### config.mk
export PLATFORM = sky130hd
export DESIGN_NAME = dma_chan_engine
export DESIGN_NICKNAME = d
export VERILOG_FILES = /design/src/rtl/dma_chan_pkg.sv /design/src/rtl/dma_chan_regs.sv /design/src/rtl/dma_chan_addr.sv /design/src/rtl/dma_chan_seq.sv /design/src/rtl/dma_chan_engine.sv
export SDC_FILE = /design/constraint.sdc
export NUM_CORES = 1
export LEC_CHECK = 0
export BUFFER_PORTS_ARGS = -buffer_cell sky130_fd_sc_hd__buf_2
export CAP_MARGIN = 5
export CORE_ASPECT_RATIO = 0.6
export CORE_MARGIN = 1
export CORE_UTILIZATION = 40
export CTS_BUF_LIST = sky130_fd_sc_hd__clkbuf_8
export DETAILED_ROUTE_END_ITERATION = 8
export PLACE_DENSITY = 0.7
export SYNTH_ARGS = -nofsm -noshare
export SYNTH_HDL_FRONTEND = slang
export SYNTH_HIERARCHICAL = 1
export SYNTH_SLANG_ARGS = --single-unit
export TNS_END_PERCENT = 5
### constraint.sdc
create_clock -name clk -period 3.3 [get_ports clk]
set_input_delay 0.825 -clock clk [delete_from_list [all_inputs] [get_ports clk]]
set_output_delay 0.825 -clock clk [all_outputs]
set_load 0.02 [all_outputs]
### src/rtl/dma_chan_pkg.sv
package dma_chan_pkg;

  typedef enum logic [1:0] {
    SEL_CTRL  = 2'd0,
    SEL_PBASE = 2'd1,
    SEL_MBASE = 2'd2,
    SEL_COUNT = 2'd3
  } cfg_sel_e;

  // Control word bits [11:1]; bit 0 (enable) is kept separately.
  typedef struct packed {
    logic       m2m;
    logic [1:0] prio;
    logic [1:0] m_width;
    logic [1:0] p_width;
    logic       m_inc;
    logic       p_inc;
    logic       circ;
    logic       dir;
  } ctrl_t;

  localparam int CtrlBits = $bits(ctrl_t);

  typedef enum logic [2:0] {
    S_IDLE,
    S_WREQ,
    S_RD,
    S_RDW,
    S_WR,
    S_WRW,
    S_STEP
  } seq_state_e;

  function automatic logic [2:0] width_bytes(input logic [1:0] code);
    case (code)
      2'b00:   width_bytes = 3'd1;
      2'b01:   width_bytes = 3'd2;
      default: width_bytes = 3'd4;
    endcase
  endfunction

  function automatic logic [31:0] width_mask(input logic [1:0] code);
    case (code)
      2'b00:   width_mask = 32'h0000_00FF;
      2'b01:   width_mask = 32'h0000_FFFF;
      default: width_mask = 32'hFFFF_FFFF;
    endcase
  endfunction

endpackage

### src/rtl/dma_chan_regs.sv
module dma_chan_regs
  import dma_chan_pkg::*;
#(
  parameter int ADDR_W = 32,
  parameter int CNT_W  = 16
) (
  input  logic              clk_i,
  input  logic              rst_ni,
  input  logic              cfg_we_i,
  input  logic [1:0]        cfg_sel_i,
  input  logic [31:0]       cfg_wdata_i,
  output logic [31:0]       cfg_rdata_o,
  input  logic              seq_busy_i,
  input  logic              seq_clear_en_i,
  output logic              en_o,
  output ctrl_t             ctrl_o,
  output logic [ADDR_W-1:0] pbase_o,
  output logic [ADDR_W-1:0] mbase_o,
  output logic [CNT_W-1:0]  cnt_o,
  output logic              start_o
);

  logic              en_q;
  ctrl_t             ctrl_q;
  logic [ADDR_W-1:0] pbase_q;
  logic [ADDR_W-1:0] mbase_q;
  logic [CNT_W-1:0]  cnt_q;
  logic              wr_ctrl;

  assign wr_ctrl = cfg_we_i && (cfg_sel_i == SEL_CTRL);
  assign start_o = wr_ctrl && !en_q && cfg_wdata_i[0] && (cnt_q != '0) && !seq_busy_i;

  always_ff @(posedge clk_i or negedge rst_ni) begin
    if (!rst_ni) begin
      en_q    <= 1'b0;
      ctrl_q  <= '0;
      pbase_q <= '0;
      mbase_q <= '0;
      cnt_q   <= '0;
    end else begin
      if (cfg_we_i && !en_q) begin
        case (cfg_sel_i)
          SEL_CTRL:  ctrl_q  <= ctrl_t'(cfg_wdata_i[CtrlBits:1]);
          SEL_PBASE: pbase_q <= cfg_wdata_i[ADDR_W-1:0];
          SEL_MBASE: mbase_q <= cfg_wdata_i[ADDR_W-1:0];
          default:   cnt_q   <= cfg_wdata_i[CNT_W-1:0];
        endcase
      end
      if (seq_clear_en_i || (wr_ctrl && en_q && !cfg_wdata_i[0])) en_q <= 1'b0;
      else if (start_o) en_q <= 1'b1;
    end
  end

  always_comb begin
    case (cfg_sel_i)
      SEL_CTRL:  cfg_rdata_o = 32'({ctrl_q, en_q});
      SEL_PBASE: cfg_rdata_o = 32'(pbase_q);
      SEL_MBASE: cfg_rdata_o = 32'(mbase_q);
      default:   cfg_rdata_o = 32'(cnt_q);
    endcase
  end

  assign en_o    = en_q;
  assign ctrl_o  = ctrl_q;
  assign pbase_o = pbase_q;
  assign mbase_o = mbase_q;
  assign cnt_o   = cnt_q;

  // configuration frozen while enabled
  a_r2_pbase_frozen: assert property (@(posedge clk_i) disable iff (!rst_ni)
    en_q |=> $stable(pbase_q));
  a_r2_count_frozen: assert property (@(posedge clk_i) disable iff (!rst_ni)
    en_q |=> $stable(cnt_q) && $stable(ctrl_q));

endmodule

### src/rtl/dma_chan_addr.sv
module dma_chan_addr
  import dma_chan_pkg::*;
#(
  parameter int ADDR_W = 32,
  parameter int CNT_W  = 16
) (
  input  logic                   clk_i,
  input  logic                   rst_ni,
  input  logic                   start_i,
  input  logic                   step_i,
  input  logic                   circ_i,
  input  logic [1:0]             inc_i,     // [0] peripheral, [1] memory
  input  logic [1:0][1:0]        width_i,
  input  logic [1:0][ADDR_W-1:0] base_i,
  input  logic [CNT_W-1:0]       cnt_base_i,
  output logic [1:0][ADDR_W-1:0] addr_o,
  output logic                   last_o,
  output logic                   evt_full_o,
  output logic                   evt_half_o
);

  localparam int Sides = 2;

  logic [CNT_W-1:0] remain_q;
  logic             reload;

  assign last_o = (remain_q == CNT_W'(1));
  assign reload = step_i && last_o && circ_i;

  for (genvar s = 0; s < Sides; s++) begin : g_side
    logic [ADDR_W-1:0] a_q;
    logic [ADDR_W-1:0] stride;
    assign stride = inc_i[s] ? ADDR_W'(width_bytes(width_i[s])) : '0;
    always_ff @(posedge clk_i or negedge rst_ni) begin
      if (!rst_ni)                a_q <= '0;
      else if (start_i || reload) a_q <= base_i[s];
      else if (step_i)            a_q <= a_q + stride;
    end
    assign addr_o[s] = a_q;
  end

  always_ff @(posedge clk_i or negedge rst_ni) begin
    if (!rst_ni) begin
      remain_q   <= '0;
      evt_full_o <= 1'b0;
      evt_half_o <= 1'b0;
    end else begin
      if (start_i || reload) remain_q <= cnt_base_i;
      else if (step_i)       remain_q <= remain_q - CNT_W'(1);
      evt_full_o <= step_i && last_o;
      evt_half_o <= step_i && ((remain_q - CNT_W'(1)) == (cnt_base_i >> 1));
    end
  end

  // an item never completes with no count left
  a_r8_step_live: assert property (@(posedge clk_i) disable iff (!rst_ni)
    step_i |-> remain_q != '0);
  // circular wrap restores the programmed count
  a_r10_reload_count: assert property (@(posedge clk_i) disable iff (!rst_ni)
    (step_i && last_o && circ_i) |=> remain_q == $past(cnt_base_i));

endmodule

### src/rtl/dma_chan_seq.sv
module dma_chan_seq
  import dma_chan_pkg::*;
#(
  parameter int ADDR_W = 32
) (
  input  logic              clk_i,
  input  logic              rst_ni,
  input  logic              en_i,
  input  logic              m2m_i,
  input  logic              dir_i,
  input  logic              circ_i,
  input  logic [1:0]        p_width_i,
  input  logic [1:0]        m_width_i,
  input  logic              per_req_i,
  output logic              per_ack_o,
  input  logic [ADDR_W-1:0] p_addr_i,
  input  logic [ADDR_W-1:0] m_addr_i,
  input  logic              last_i,
  output logic              bus_req_valid_o,
  input  logic              bus_req_ready_i,
  output logic              bus_we_o,
  output logic [ADDR_W-1:0] bus_addr_o,
  output logic [1:0]        bus_size_o,
  output logic [31:0]       bus_wdata_o,
  input  logic              bus_rsp_valid_i,
  input  logic              bus_rsp_err_i,
  input  logic [31:0]       bus_rdata_i,
  output logic              step_o,
  output logic              clear_en_o,
  output logic              busy_o,
  output logic              evt_err_o
);

  seq_state_e        state_q, state_d;
  logic [31:0]       data_q;
  logic              abort;
  logic [ADDR_W-1:0] src_addr, dst_addr;
  logic [1:0]        src_w, dst_w;

  assign src_addr = dir_i ? m_addr_i : p_addr_i;
  assign dst_addr = dir_i ? p_addr_i : m_addr_i;
  assign src_w    = dir_i ? m_width_i : p_width_i;
  assign dst_w    = dir_i ? p_width_i : m_width_i;

  assign abort = ((state_q == S_RDW) || (state_q == S_WRW)) && bus_rsp_valid_i && bus_rsp_err_i;

  always_comb begin
    state_d = state_q;
    unique case (state_q)
      S_IDLE: if (en_i) state_d = S_WREQ;
      S_WREQ: begin
        if (!en_i)                     state_d = S_IDLE;
        else if (m2m_i || per_req_i)   state_d = S_RD;
      end
      S_RD:   if (bus_req_ready_i) state_d = S_RDW;
      S_RDW:  if (bus_rsp_valid_i) state_d = bus_rsp_err_i ? S_IDLE : S_WR;
      S_WR:   if (bus_req_ready_i) state_d = S_WRW;
      S_WRW:  if (bus_rsp_valid_i) state_d = bus_rsp_err_i ? S_IDLE : S_STEP;
      S_STEP: state_d = (en_i && !(last_i && !circ_i)) ? S_WREQ : S_IDLE;
      default: state_d = S_IDLE;
    endcase
  end

  always_ff @(posedge clk_i or negedge rst_ni) begin
    if (!rst_ni) begin
      state_q   <= S_IDLE;
      data_q    <= '0;
      evt_err_o <= 1'b0;
    end else begin
      state_q   <= state_d;
      evt_err_o <= abort;
      if ((state_q == S_RDW) && bus_rsp_valid_i && !bus_rsp_err_i)
        data_q <= bus_rdata_i & width_mask(src_w);
    end
  end

  assign bus_req_valid_o = (state_q == S_RD) || (state_q == S_WR);
  assign bus_we_o        = (state_q == S_WR);
  assign bus_addr_o      = bus_we_o ? dst_addr : src_addr;
  assign bus_size_o      = bus_we_o ? dst_w : src_w;
  assign bus_wdata_o     = data_q;
  assign step_o          = (state_q == S_STEP);
  assign per_ack_o       = step_o && !m2m_i;
  assign clear_en_o      = abort || (step_o && last_i && !circ_i);
  assign busy_o          = (state_q != S_IDLE);

  // request held until accepted
  a_r7_req_hold: assert property (@(posedge clk_i) disable iff (!rst_ni)
    (bus_req_valid_o && !bus_req_ready_i) |=>
      (bus_req_valid_o && $stable(bus_addr_o) && $stable(bus_we_o)));
  // acknowledge is a single-cycle pulse
  a_r4_ack_single: assert property (@(posedge clk_i) disable iff (!rst_ni)
    per_ack_o |=> !per_ack_o);
  // nothing is requested in the cycle the error is reported
  a_r11_err_quiet: assert property (@(posedge clk_i) disable iff (!rst_ni)
    evt_err_o |-> !bus_req_valid_o && !per_ack_o);

endmodule

### src/rtl/dma_chan_engine.sv
module dma_chan_engine
  import dma_chan_pkg::*;
#(
  parameter int ADDR_W = 32,
  parameter int CNT_W  = 16
) (
  input  logic              clk,
  input  logic              rst_n,
  input  logic              cfg_we,
  input  logic [1:0]        cfg_sel,
  input  logic [31:0]       cfg_wdata,
  output logic [31:0]       cfg_rdata,
  output logic              chan_en,
  output logic [1:0]        chan_prio,
  input  logic              per_req,
  output logic              per_ack,
  output logic              bus_req_valid,
  input  logic              bus_req_ready,
  output logic              bus_we,
  output logic [ADDR_W-1:0] bus_addr,
  output logic [1:0]        bus_size,
  output logic [31:0]       bus_wdata,
  input  logic              bus_rsp_valid,
  input  logic              bus_rsp_err,
  input  logic [31:0]       bus_rdata,
  output logic              evt_full,
  output logic              evt_half,
  output logic              evt_err
);

  ctrl_t                  ctrl;
  logic [ADDR_W-1:0]      pbase, mbase;
  logic [CNT_W-1:0]       cnt_base;
  logic                   start, step, last, clear_en, busy;
  logic [1:0][ADDR_W-1:0] run_addr;

  dma_chan_regs #(.ADDR_W(ADDR_W), .CNT_W(CNT_W)) u_regs (
    .clk_i          (clk),
    .rst_ni         (rst_n),
    .cfg_we_i       (cfg_we),
    .cfg_sel_i      (cfg_sel),
    .cfg_wdata_i    (cfg_wdata),
    .cfg_rdata_o    (cfg_rdata),
    .seq_busy_i     (busy),
    .seq_clear_en_i (clear_en),
    .en_o           (chan_en),
    .ctrl_o         (ctrl),
    .pbase_o        (pbase),
    .mbase_o        (mbase),
    .cnt_o          (cnt_base),
    .start_o        (start)
  );

  dma_chan_addr #(.ADDR_W(ADDR_W), .CNT_W(CNT_W)) u_addr (
    .clk_i      (clk),
    .rst_ni     (rst_n),
    .start_i    (start),
    .step_i     (step),
    .circ_i     (ctrl.circ),
    .inc_i      ({ctrl.m_inc, ctrl.p_inc}),
    .width_i    ({ctrl.m_width, ctrl.p_width}),
    .base_i     ({mbase, pbase}),
    .cnt_base_i (cnt_base),
    .addr_o     (run_addr),
    .last_o     (last),
    .evt_full_o (evt_full),
    .evt_half_o (evt_half)
  );

  dma_chan_seq #(.ADDR_W(ADDR_W)) u_seq (
    .clk_i           (clk),
    .rst_ni          (rst_n),
    .en_i            (chan_en),
    .m2m_i           (ctrl.m2m),
    .dir_i           (ctrl.dir),
    .circ_i          (ctrl.circ),
    .p_width_i       (ctrl.p_width),
    .m_width_i       (ctrl.m_width),
    .per_req_i       (per_req),
    .per_ack_o       (per_ack),
    .p_addr_i        (run_addr[0]),
    .m_addr_i        (run_addr[1]),
    .last_i          (last),
    .bus_req_valid_o (bus_req_valid),
    .bus_req_ready_i (bus_req_ready),
    .bus_we_o        (bus_we),
    .bus_addr_o      (bus_addr),
    .bus_size_o      (bus_size),
    .bus_wdata_o     (bus_wdata),
    .bus_rsp_valid_i (bus_rsp_valid),
    .bus_rsp_err_i   (bus_rsp_err),
    .bus_rdata_i     (bus_rdata),
    .step_o          (step),
    .clear_en_o      (clear_en),
    .busy_o          (busy),
    .evt_err_o       (evt_err)
  );

  assign chan_prio = ctrl.prio;

  // an error report always leaves the channel disabled
  a_r11_err_disables: assert property (@(posedge clk) disable iff (!rst_n)
    evt_err |-> !chan_en);

endmodule

* Yosys cells after proc, flatten, opt, wreduce, memory -nomap -nowiden
Cells that the tools add are included.
** Word-level totals
- Memory bits (read-only) :: 0
- Logic and storage cells :: 123
- RAM bits :: 0
- Bits in latches :: 0
- Register bits :: 210
- Bits of input ports :: 73
- Memories :: 0
- Output and inout bits :: 107
** Operators by class
- Reductions and logical operators :: 47
- Div/mod/pow operators :: 0
- Shift operators :: 0
- Bitwise logic cells :: 2
- Add/sub/neg operators :: 3
- Equal/unequal tests :: 19
- $mul :: 0
- $lt $le $gt $ge :: 0
- Multiplexer cells :: 32
** Operator list (number)
- $mux W32 :: 8
- $pmux W32 S3 :: 1
- $add A32 B32 Y32 :: 2
- $pmux W32 S2 :: 1
- $mux W3 :: 11
- $and A32 B32 Y32 :: 1
- $mux W16 :: 2
- $pmux W3 S7 :: 1
- $logic_and A1 B1 Y1 :: 19
- $eq A16 B1 Y1 const B :: 1
- $eq A16 B15 Y1 :: 1
- $reduce_bool A16 Y1 :: 1
- $sub A16 B1 Y16 const B :: 1
- $pmux W3 S2 :: 2
- $ne A2 B2 Y1 const B :: 5
- $eq A3 B3 Y1 const B :: 3
- $eq A2 B1 Y1 const B :: 4
- $logic_not A2 Y1 :: 4
- $reduce_and A2 Y1 :: 4
- $logic_not A1 Y1 :: 7
- $eq A3 B2 Y1 const B :: 2
- $logic_or A1 B1 Y1 :: 6
- $mux W2 :: 3
- $reduce_and A6 Y1 :: 1
- 9 further kinds :: 12

* Logic depth before layout (Yosys ltp)
Gate-level depths: netlist (run 1).
- Word-level depth :: 8
- Depth in mapped cells :: 11
- Mapped depth without buffers :: 11

* Modules after synthesis
Netlist (run 1), hierarchy kept.
** Modules (own cells, without submodules)
- dma_chan_addr :: area each 5343.9 µm², times used 1, seq. area each 2052.0 µm², cells an instance 616
- dma_chan_regs :: area each 4110.2 µm², times used 1, seq. area each 2302.2 µm², cells an instance 254
- dma_chan_seq :: area each 2006.9 µm², times used 1, seq. area each 900.9 µm², cells an instance 209

* Least setup slack after synthesis (run 1)
OpenSTA, ideal clock, no wires.
- Path kind :: input to output
- From :: in cfg_sel[0]
- To :: out cfg_rdata[11]
- Arrival time :: 1824 ps
- Stages on the path :: 3
- Path slack :: 651 ps
- Data required time :: 2475 ps
- Buffers on the path :: 2
- Cell sequence :: buf_6 -> buf_2 -> mux4_2
** Between the ends
- Word-level cells in the longest chain between the ends :: 2
- Elaborated cells between the ends (all ways) :: 4
- Classes of those cells :: 2 x eq/ne; 1 x mux; 1 x reduce/logical
** RTL lines
- start, declared :: line dma_chan_engine.sv:10 : input logic [1:0] cfg_sel,
- $eq A2 B2 Y1, or another cell as far along :: line dma_chan_regs.sv:55 : case (cfg_sel_i)
- $pmux W32 S3 * :: line dma_chan_regs.sv:55
- end, declared :: line dma_chan_engine.sv:12 : output logic [31:0] cfg_rdata,
Every way passes the cells marked *; elsewhere a longest branch is shown, timed or not.

* Worst setup path after layout (run 1)
- From :: reg u_seq.state_q[0]
- To :: out bus_addr[8]
** Between the ends
- Word-level cells in the longest chain between the ends :: 2
** RTL lines
- start, declared :: line dma_chan_seq.sv:34 : seq_state_e state_q, state_d;
- start signal, assigned :: line dma_chan_seq.sv:70 : state_q <= state_d;
- $eq A3 B3 Y1 :: line dma_chan_seq.sv:78 : assign bus_we_o = (state_q == S_WR);
- $mux W32 :: line dma_chan_seq.sv:79 : assign bus_addr_o = bus_we_o ? dst_addr : src_addr;
- end, declared :: line dma_chan_engine.sv:20 : output logic [ADDR_W-1:0] bus_addr,
Every way passes these cells.

==> impl_metrics.yaml, run 1 <==
run_status:
  status: "finished with violations"
  violations: "DRC"
cts:
  cts.sinks: 210
  cts_max_level: 2
  clk_pin_slew_ns: 0.07
  cts_buffer_depth: 3
  clk_latency_ns: 0.54
  root_buffer: "clkbuf_8"
  cts_buffers: 34
  hold_buffers: 0
  cts_tree: "yes"
power:
  powerDensity_nw_per_um2: 977
  p_int_mw: 7.65
  ir_worst_vdd_mv: 0.646
  power_mw: 13.2
  p_sw_share_pct: 42.2
  seqPwrFrac_pct: 39.4
  p_switching_mw: 5.58
  leakage_nw: 5.81
  power_frac_comb_pct: 42.5
  clkPwrFrac_pct: 18.1
finish:
  final_common_cell: "dfrtp_1"
  multi_input_area_um2: 5770
  nFillCells: 2622
  synthToLayoutAreaGrowth_pct: 18.1
  nNetsFinal: 1341
  final_cell_mix: "dfrtp_1 (209), buf_2 (178), mux2_2 (127)"
  final_layout_size_suffix_gt1_share_pct: 33.1
  regArea_um2: 5260
worst_setup_path:
  critPathLaunchType: "register"
  end_kind: "output pin"
  path_class: "reg -> out"
  arrival_ns: 2.35
  cp.required_ns: 2.47
  cpLargestDelayFamily: "flip-flops"
  slowest_delay_ns: 0.60
  crit_top_cell: "buf_4"
  regToRegSetupSlack_ns: 0.26
  path_depth: 6
  path_buf_inv: 3
  cp_max_fo: 12
  path_cells: "nor2_4, xnor2_4, buf_4, buf_4, mux2_2, buf_2"
  ff2ff_path_depth: 9
  cp_slowest_cell: "dfrtp_1"
global_route:
  antenna_found_initial: 3
  grt_max_degree: 71
  grt_pass1_wl_um: 51300
  gr-usage-all-layers_pct: 22.8
  grt_pass1_vias: 8738
  grt-ovfl-total: 0
sta:
  final_min_period_over_clock_period_pct: 96.1
  worstMarginPinSlew_ns: 1.34
  finalSetupViolations: 0
  slew_headroom_pct: 10.6
  hold_viol_final: 0
  tns_ns: 0
  fmax_ghz: 0.315
  min_period_ns: 3.17
  grt_setup_unrepaired: "no"
  fin_skew_ns: 0.0324
  timing.hold.ws_ns: 0.278
  slew_viol_final: 0
detailed_routing:
  drt-pass1-iter-count: 7
  viasPerCell: 5.70
  drt_iter0_markers: 953
  drc: 10
  final_antenna_net_count: 0
  vias: 9389
  drt-wirelength-per-cell_um: 20.4
  drt-total-wl_um: 33600
yosys:
  synth_cell_types: 70
  async_flop_share_pct: 100
  syn_avg_cell_area_um2: 10.6
  ys_seq_elements: 210
  ys_seq_area_share_pct: 45.9
  synth.cell_area_um2: 11500
  synth_edf_count: 0
  netlist_instances: 1079
  synthTopCellsByArea: "dfrtp_1 (46%), mux2_2 (12%), xnor2_1 (4.5%)"
  synth_top_area_share_pct: 45.9
  syn_nets: 1162
  synth_largest_area_cell: "dfrtp_1"
  ys.warnings.count: 6
  synth_ff_type: "dfrtp_1"
die:
  core-area_um2: 27900
  die_width_um: 221
  io_pins: 180
  die-area_um2: 29400
  placementRows: 47
  start_util_pct: 41.1
  fp.dieH_um: 133
placement:
  hpwl_um: 24300
  gp_congestion: 0.869
  io_buffer_count: 179
run:
  max-cap-violations: 0
min_path:
  hp-class: "in -> async"
-- logic make-up (layout without fill, tap and decap cells) --
logic type / after synthesis / after routing / share of synthesized area (%)
other cells: 0 / 3 / 0
xor+xnor: 90 / 90 / 7.06
buf+inv: 88 / 285 / 4.20
fa+ha+maj: 10 / 10 / 1.22
mux: 151 / 151 / 15.9
simple gates: 377 / 377 / 17.2
compound gates: 153 / 153 / 8.47
flops: 210 / 210 / 45.9
-- stage by stage --
stage | std cells | util (%) | cell area (um2) | worst slack, ns
global route | 1646 | 48.6 | 13500 | 0.0206
detailed placement | 1587 | 45.9 | 12800 | 0.110
global placement | 1587 | 45.9 | 12800 | 0.252
CTS | 1643 | 48.5 | 13500 | 0.0213
floorplan | 1079 | - | 11500 | 0.651
finish | 1646 | 48.6 | 13500 | 0.128
-- sequential cells by signal (all words and copies together), names as in the netlist, 3 cells and up --
name	flops
u_seq/bus_wdata_o	32
u_regs/ctrl_o	11
u_addr/remain_q	16
u_regs/mbase_o	32
u_regs/cnt_o	16
u_addr/g_side.a_q	64
u_seq/state_q	3
u_regs/pbase_o	32
-- Yosys cell counts (all sizes together), types with 8 or more instances --
library cell  instances
a21oi                85
a22o                 28
and3                 20
buf                  43
clkbuf               28
dfrtp               210
ha                    8
inv                  17
mux2                133
mux4                 12
nand2                86
nand3                36
nand4                24
nor2                105
nor3                 24
nor4                 22
o21ai                 9
xnor2                60
xor2                 29
-- final cells by class --
| type | instances | area share, % |
|---|---|---|
| Antenna cell | 3 | 0.0555 |
| Clock buffer | 44 | 4.47 |
| Clock inverter | 10 | 0.721 |
| Inverter | 17 | 0.471 |
| Multi-Input combinational cell | 781 | 42.7 |
| Sequential cell | 210 | 38.8 |
| Tap cell | 367 | 3.39 |
| Timing Repair Buffer | 214 | 9.39 |
-- timing repair --
item / 4_1_cts / 5_1_grt
endpoints found under the setup margin: 23 / 33
buffers inserted: 2 / 0
pin swaps: 1 / 0
resized for setup: 2 / 2
endpoints found under the hold margin: 0 / 0
-- worst paths after layout --
check / from / endpoint
max: u_seq/state_q[0] / bus_addr[8]
min: rst_n / u_regs/ctrl_o[6]
max reg2reg: u_regs/ctrl_o[2] / u_addr/g_side[0].a_q[30]
min reg2reg: u_seq/bus_wdata_o[24] / u_seq/bus_wdata_o[24]
max in group asynchronous: rst_n / u_seq/state_q[2]
min in group clk: u_seq/bus_wdata_o[24] / u_seq/bus_wdata_o[24]
-- routing by layer --
metal	wire length [um]	track usage, %
met1	16200	36.5
met5	0	0
met3	3570	7.17
met4	567	5.48
met2	13200	29.1
-- power by group through the flow --
stage	Sequential, mW	Combinational, mW	Clock, mW
final	5.21	5.62	2.40
after global routing	5.38	6.05	2.57
after CTS	5.16	5.59	2.45
after detailed placement	5.19	5.52	0
after global placement	5.17	5.39	0
after floorplan	4.85	3.93	0
Power figures use the tool's default switching activity.
==> run 2: changes to the inputs <==
--- a/config.mk
+++ b/config.mk
@@ -6,4 +6,5 @@
 export NUM_CORES = 1
 export LEC_CHECK = 0
+export ABC_AREA = 1
 export BUFFER_PORTS_ARGS = -buffer_cell sky130_fd_sc_hd__buf_2
 export CAP_MARGIN = 5
@@ -13,5 +14,5 @@
 export CTS_BUF_LIST = sky130_fd_sc_hd__clkbuf_8
 export DETAILED_ROUTE_END_ITERATION = 8
-export PLACE_DENSITY = 0.7
+export PLACE_DENSITY = 0.69
 export SYNTH_ARGS = -nofsm -noshare
 export SYNTH_HDL_FRONTEND = slang
==> constraint.sdc (replaced) <==
create_clock -name clk -period 3.3 [get_ports clk]
set_input_delay 0.825 -clock clk [delete_from_list [all_inputs] [get_ports clk]]
set_output_delay 0.825 -clock clk [all_outputs]
set_load 0.05 [all_outputs]
==> run 2 against run 1 <==
Net effect:
- the run now ends clean
- via count is 30% higher
- first-iteration DRC count is 89% higher
- sequential share of layout area is 2.2 points lower
- count of clock-buffer cells in the layout is 3 lower
- register-to-register slack better by 0.11 ns
- worst hold slack worse by 0.10 ns
- sequential power is 0.8% lower
- clock power is 4% lower
- power is 7.1% higher
- flip-flop and latch count stayed put
- critical endpoint unchanged
==> impl_metrics.yaml, run 2 <==
run_status:
  status: "finished clean"
cts:
  cts_buffers: 35
  clk_pin_slew_ns: 0.07
  cts.sinks: 210
  clk_latency_ns: 0.57
  root_buffer: "clkbuf_8"
  cts_buffer_depth: 3
  hold_buffers: 0
  cts_max_level: 2
  cts_tree: "yes"
sta:
  fin_skew_ns: 0.0255
  slew_viol_final: 0
  grt_setup_unrepaired: "no"
  finalSetupViolations: 0
  tns_ns: 0
  min_period_ns: 3.21
  slew_headroom_pct: 28.6
  worstMarginPinSlew_ns: 1.06
  fmax_ghz: 0.312
  timing.hold.ws_ns: 0.175
  hold_viol_final: 0
  final_min_period_over_clock_period_pct: 97.2
yosys:
  netlist_instances: 1662
  ys.warnings.count: 6
  syn_avg_cell_area_um2: 7.49
  ys_seq_elements: 210
  synth_top_area_share_pct: 42.2
  synthAdderAreaFrac_pct: 1.13
  synth_compound_area_share_pct: 11.7
  synth_edf_count: 0
  syn_nets: 1745
  synthMuxAreaShare_pct: 0.0805
  post-synth-top-count-cell: "nand2_1"
  synthTopCellsByArea: "dfrtp_1 (42%), nand2_1 (17%), inv_1 (5.3%)"
  synth-xor-area-share_pct: 3.93
  ys_seq_area_share_pct: 42.2
  synth.cell_area_um2: 12400
  synth_top_family_by_area: "simple AND/OR/NAND/NOR gates"
  synth_largest_area_cell: "dfrtp_1"
  synth_ff_type: "dfrtp_1"
  yosys.area_share.simple_pct: 31.4
  ys_top_cells_by_count: "nand2_1 (550), dfrtp_1 (210), inv_1 (175), nor2_1 (132), nand3_1 (107)"
  async_flop_share_pct: 100
  synth_cell_types: 45
worst_setup_path:
  arrival_ns: 2.38
  critPathLaunchType: "register"
  path_class: "reg -> out"
  regToRegSetupSlack_ns: 0.37
  end_kind: "output pin"
  cp.required_ns: 2.47
  cp_max_fo: 28
power:
  p_switching_mw: 7.46
  power_frac_comb_pct: 47.2
  p_sw_share_pct: 52.7
  ir_worst_vdd_mv: 0.633
  p_int_mw: 6.71
  seqPwrFrac_pct: 36.5
  clkPwrFrac_pct: 16.3
  power_mw: 14.2
  powerDensity_nw_per_um2: 988
  leakage_nw: 7.25
placement:
  gp_congestion: 1.03
  io_buffer_count: 179
  hpwl_um: 32400
finish:
  final_layout_size_suffix_gt1_share_pct: 19.0
  largest_register: "u_addr/g_side.a_q"
  synthToLayoutAreaGrowth_pct: 15.3
  nNetsFinal: 1924
  largest_reg_flops: 64
  final_common_cell: "nand2_1"
  final_cell_mix: "nand2_1 (550), dfrtp_1 (209), inv_1 (184)"
detailed_routing:
  vias: 12200
  drt-total-wl_um: 43700
  drt-wirelength-per-cell_um: 19.2
  drt_iter0_markers: 1798
  drc: 0
  drt-pass1-iter-count: 5
  viasPerCell: 5.39
  final_antenna_net_count: 0
global_route:
  grt-ovfl-total: 0
  antenna_found_initial: 3
  gr-usage-all-layers_pct: 27.7
  grt_max_degree: 80
  grt_pass1_wl_um: 67500
  grt_pass1_vias: 11400
min_path:
  hp-class: "in -> async"
die:
  fp.dieH_um: 139
  die-area_um2: 31800
  io_pins: 180
  core-area_um2: 30300
  placementRows: 49
  die_width_um: 230
  start_util_pct: 41.1
run:
  max-cap-violations: 0
-- run 2: changes by cell type after synthesis, moves of 22 or more --
cell,change
xnor2_1,-38
inv_1,+159
a21oi_1,-74
o21ai_1,+90
nand2_1,+464
clkbuf_1,-26
nand3_1,+72
mux2_2,-127
nand2_2,+22
o211ai_1,+22
nor2_1,+28
o21ai_0,+45
o21ai_2,+22
-- run 2: critical path, stage by stage (launching register included) --
cell and delay [ns]:
dfrtp_2 0.48, nor2_4 0.17, nand2_4 0.13, xor2_4 0.22
buf_4 0.16, buf_12 0.15, o21ai_0 0.21, clkbuf_4 0.28
-- run 2: metrics by stage --
step	util, %	std cells	cell area, um2	setup WS [ns]
after floorplan	-	1662	12400	0.320
after global placement	45.0	2210	13600	0.474
after detailed placement	45.0	2210	13600	0.438
after CTS	47.3	2272	14300	0.0270
after global routing	47.4	2273	14300	0.0310
final	47.4	2273	14300	0.0936
-- run 2: layout make-up --
cell class,count,area (um2)
Fill cell,3034,15900
Multi-Input combinational cell,1203,6000
Sequential cell,210,5260
Timing Repair Buffer,206,1200
Inverter,185,702
Clock buffer,41,564
Tap cell,408,510
Clock inverter,19,101
Antenna cell,1,2.50
-- run 2: logic make-up after synthesis --
| group | after synthesis |
|---|---|
| DFF | 210 |
| xor gates and xnor gates | 52 |
| AOI/OAI and AO/OA | 237 |
| muxes | 1 |
| and+or+nand+nor | 903 |
| adders and majority gates | 10 |
| buffers and inverters | 249 |
-- run 2: final timing paths --
kind                                            from                        to  cells past startpoint
worst max-delay path                u_seq/state_q[1]               bus_addr[8]                      7
worst min-delay path                           rst_n   u_addr/g_side[1].a_q[2]                      1
worst max register to register      u_regs/ctrl_o[6]  u_addr/g_side[1].a_q[16]                     14
max in group asynchronous                      rst_n          u_seq/state_q[1]                      2
min in group clk                        bus_rdata[4]      u_seq/bus_wdata_o[4]                      3
worst min register to register  u_seq/bus_wdata_o[4]      u_seq/bus_wdata_o[4]                      2
-- run 2: power by group through the flow --
stage               combinational, mW  sequential (mW)  clock, mW
floorplan                        4.61             5.04          0
global placement                 6.41             5.10          0
detailed placement               6.53             5.10          0
CTS                              6.60             5.08       2.34
global route                     7.24             5.28       2.46
finish                           6.69             5.17       2.31
-- run 2: metal layers --
metal  global-route usage [%]  wire (um)  vias up
met1                     43.6      20700     5755
met5                        0         22        -
met3                     10.2       6170       67
met4                     6.42        749        4
met2                     34.6      16100      746
li1                         -          -     5669
-- run 2: what timing repair did --
| action | 4_1_cts | 5_1_grt |
|---|---|---|
| endpoints found under the setup margin | 33 | 5 |
| pin swaps | 1 | 0 |
| resized for setup | 0 | 7 |
| setup buffers | 2 | 0 |
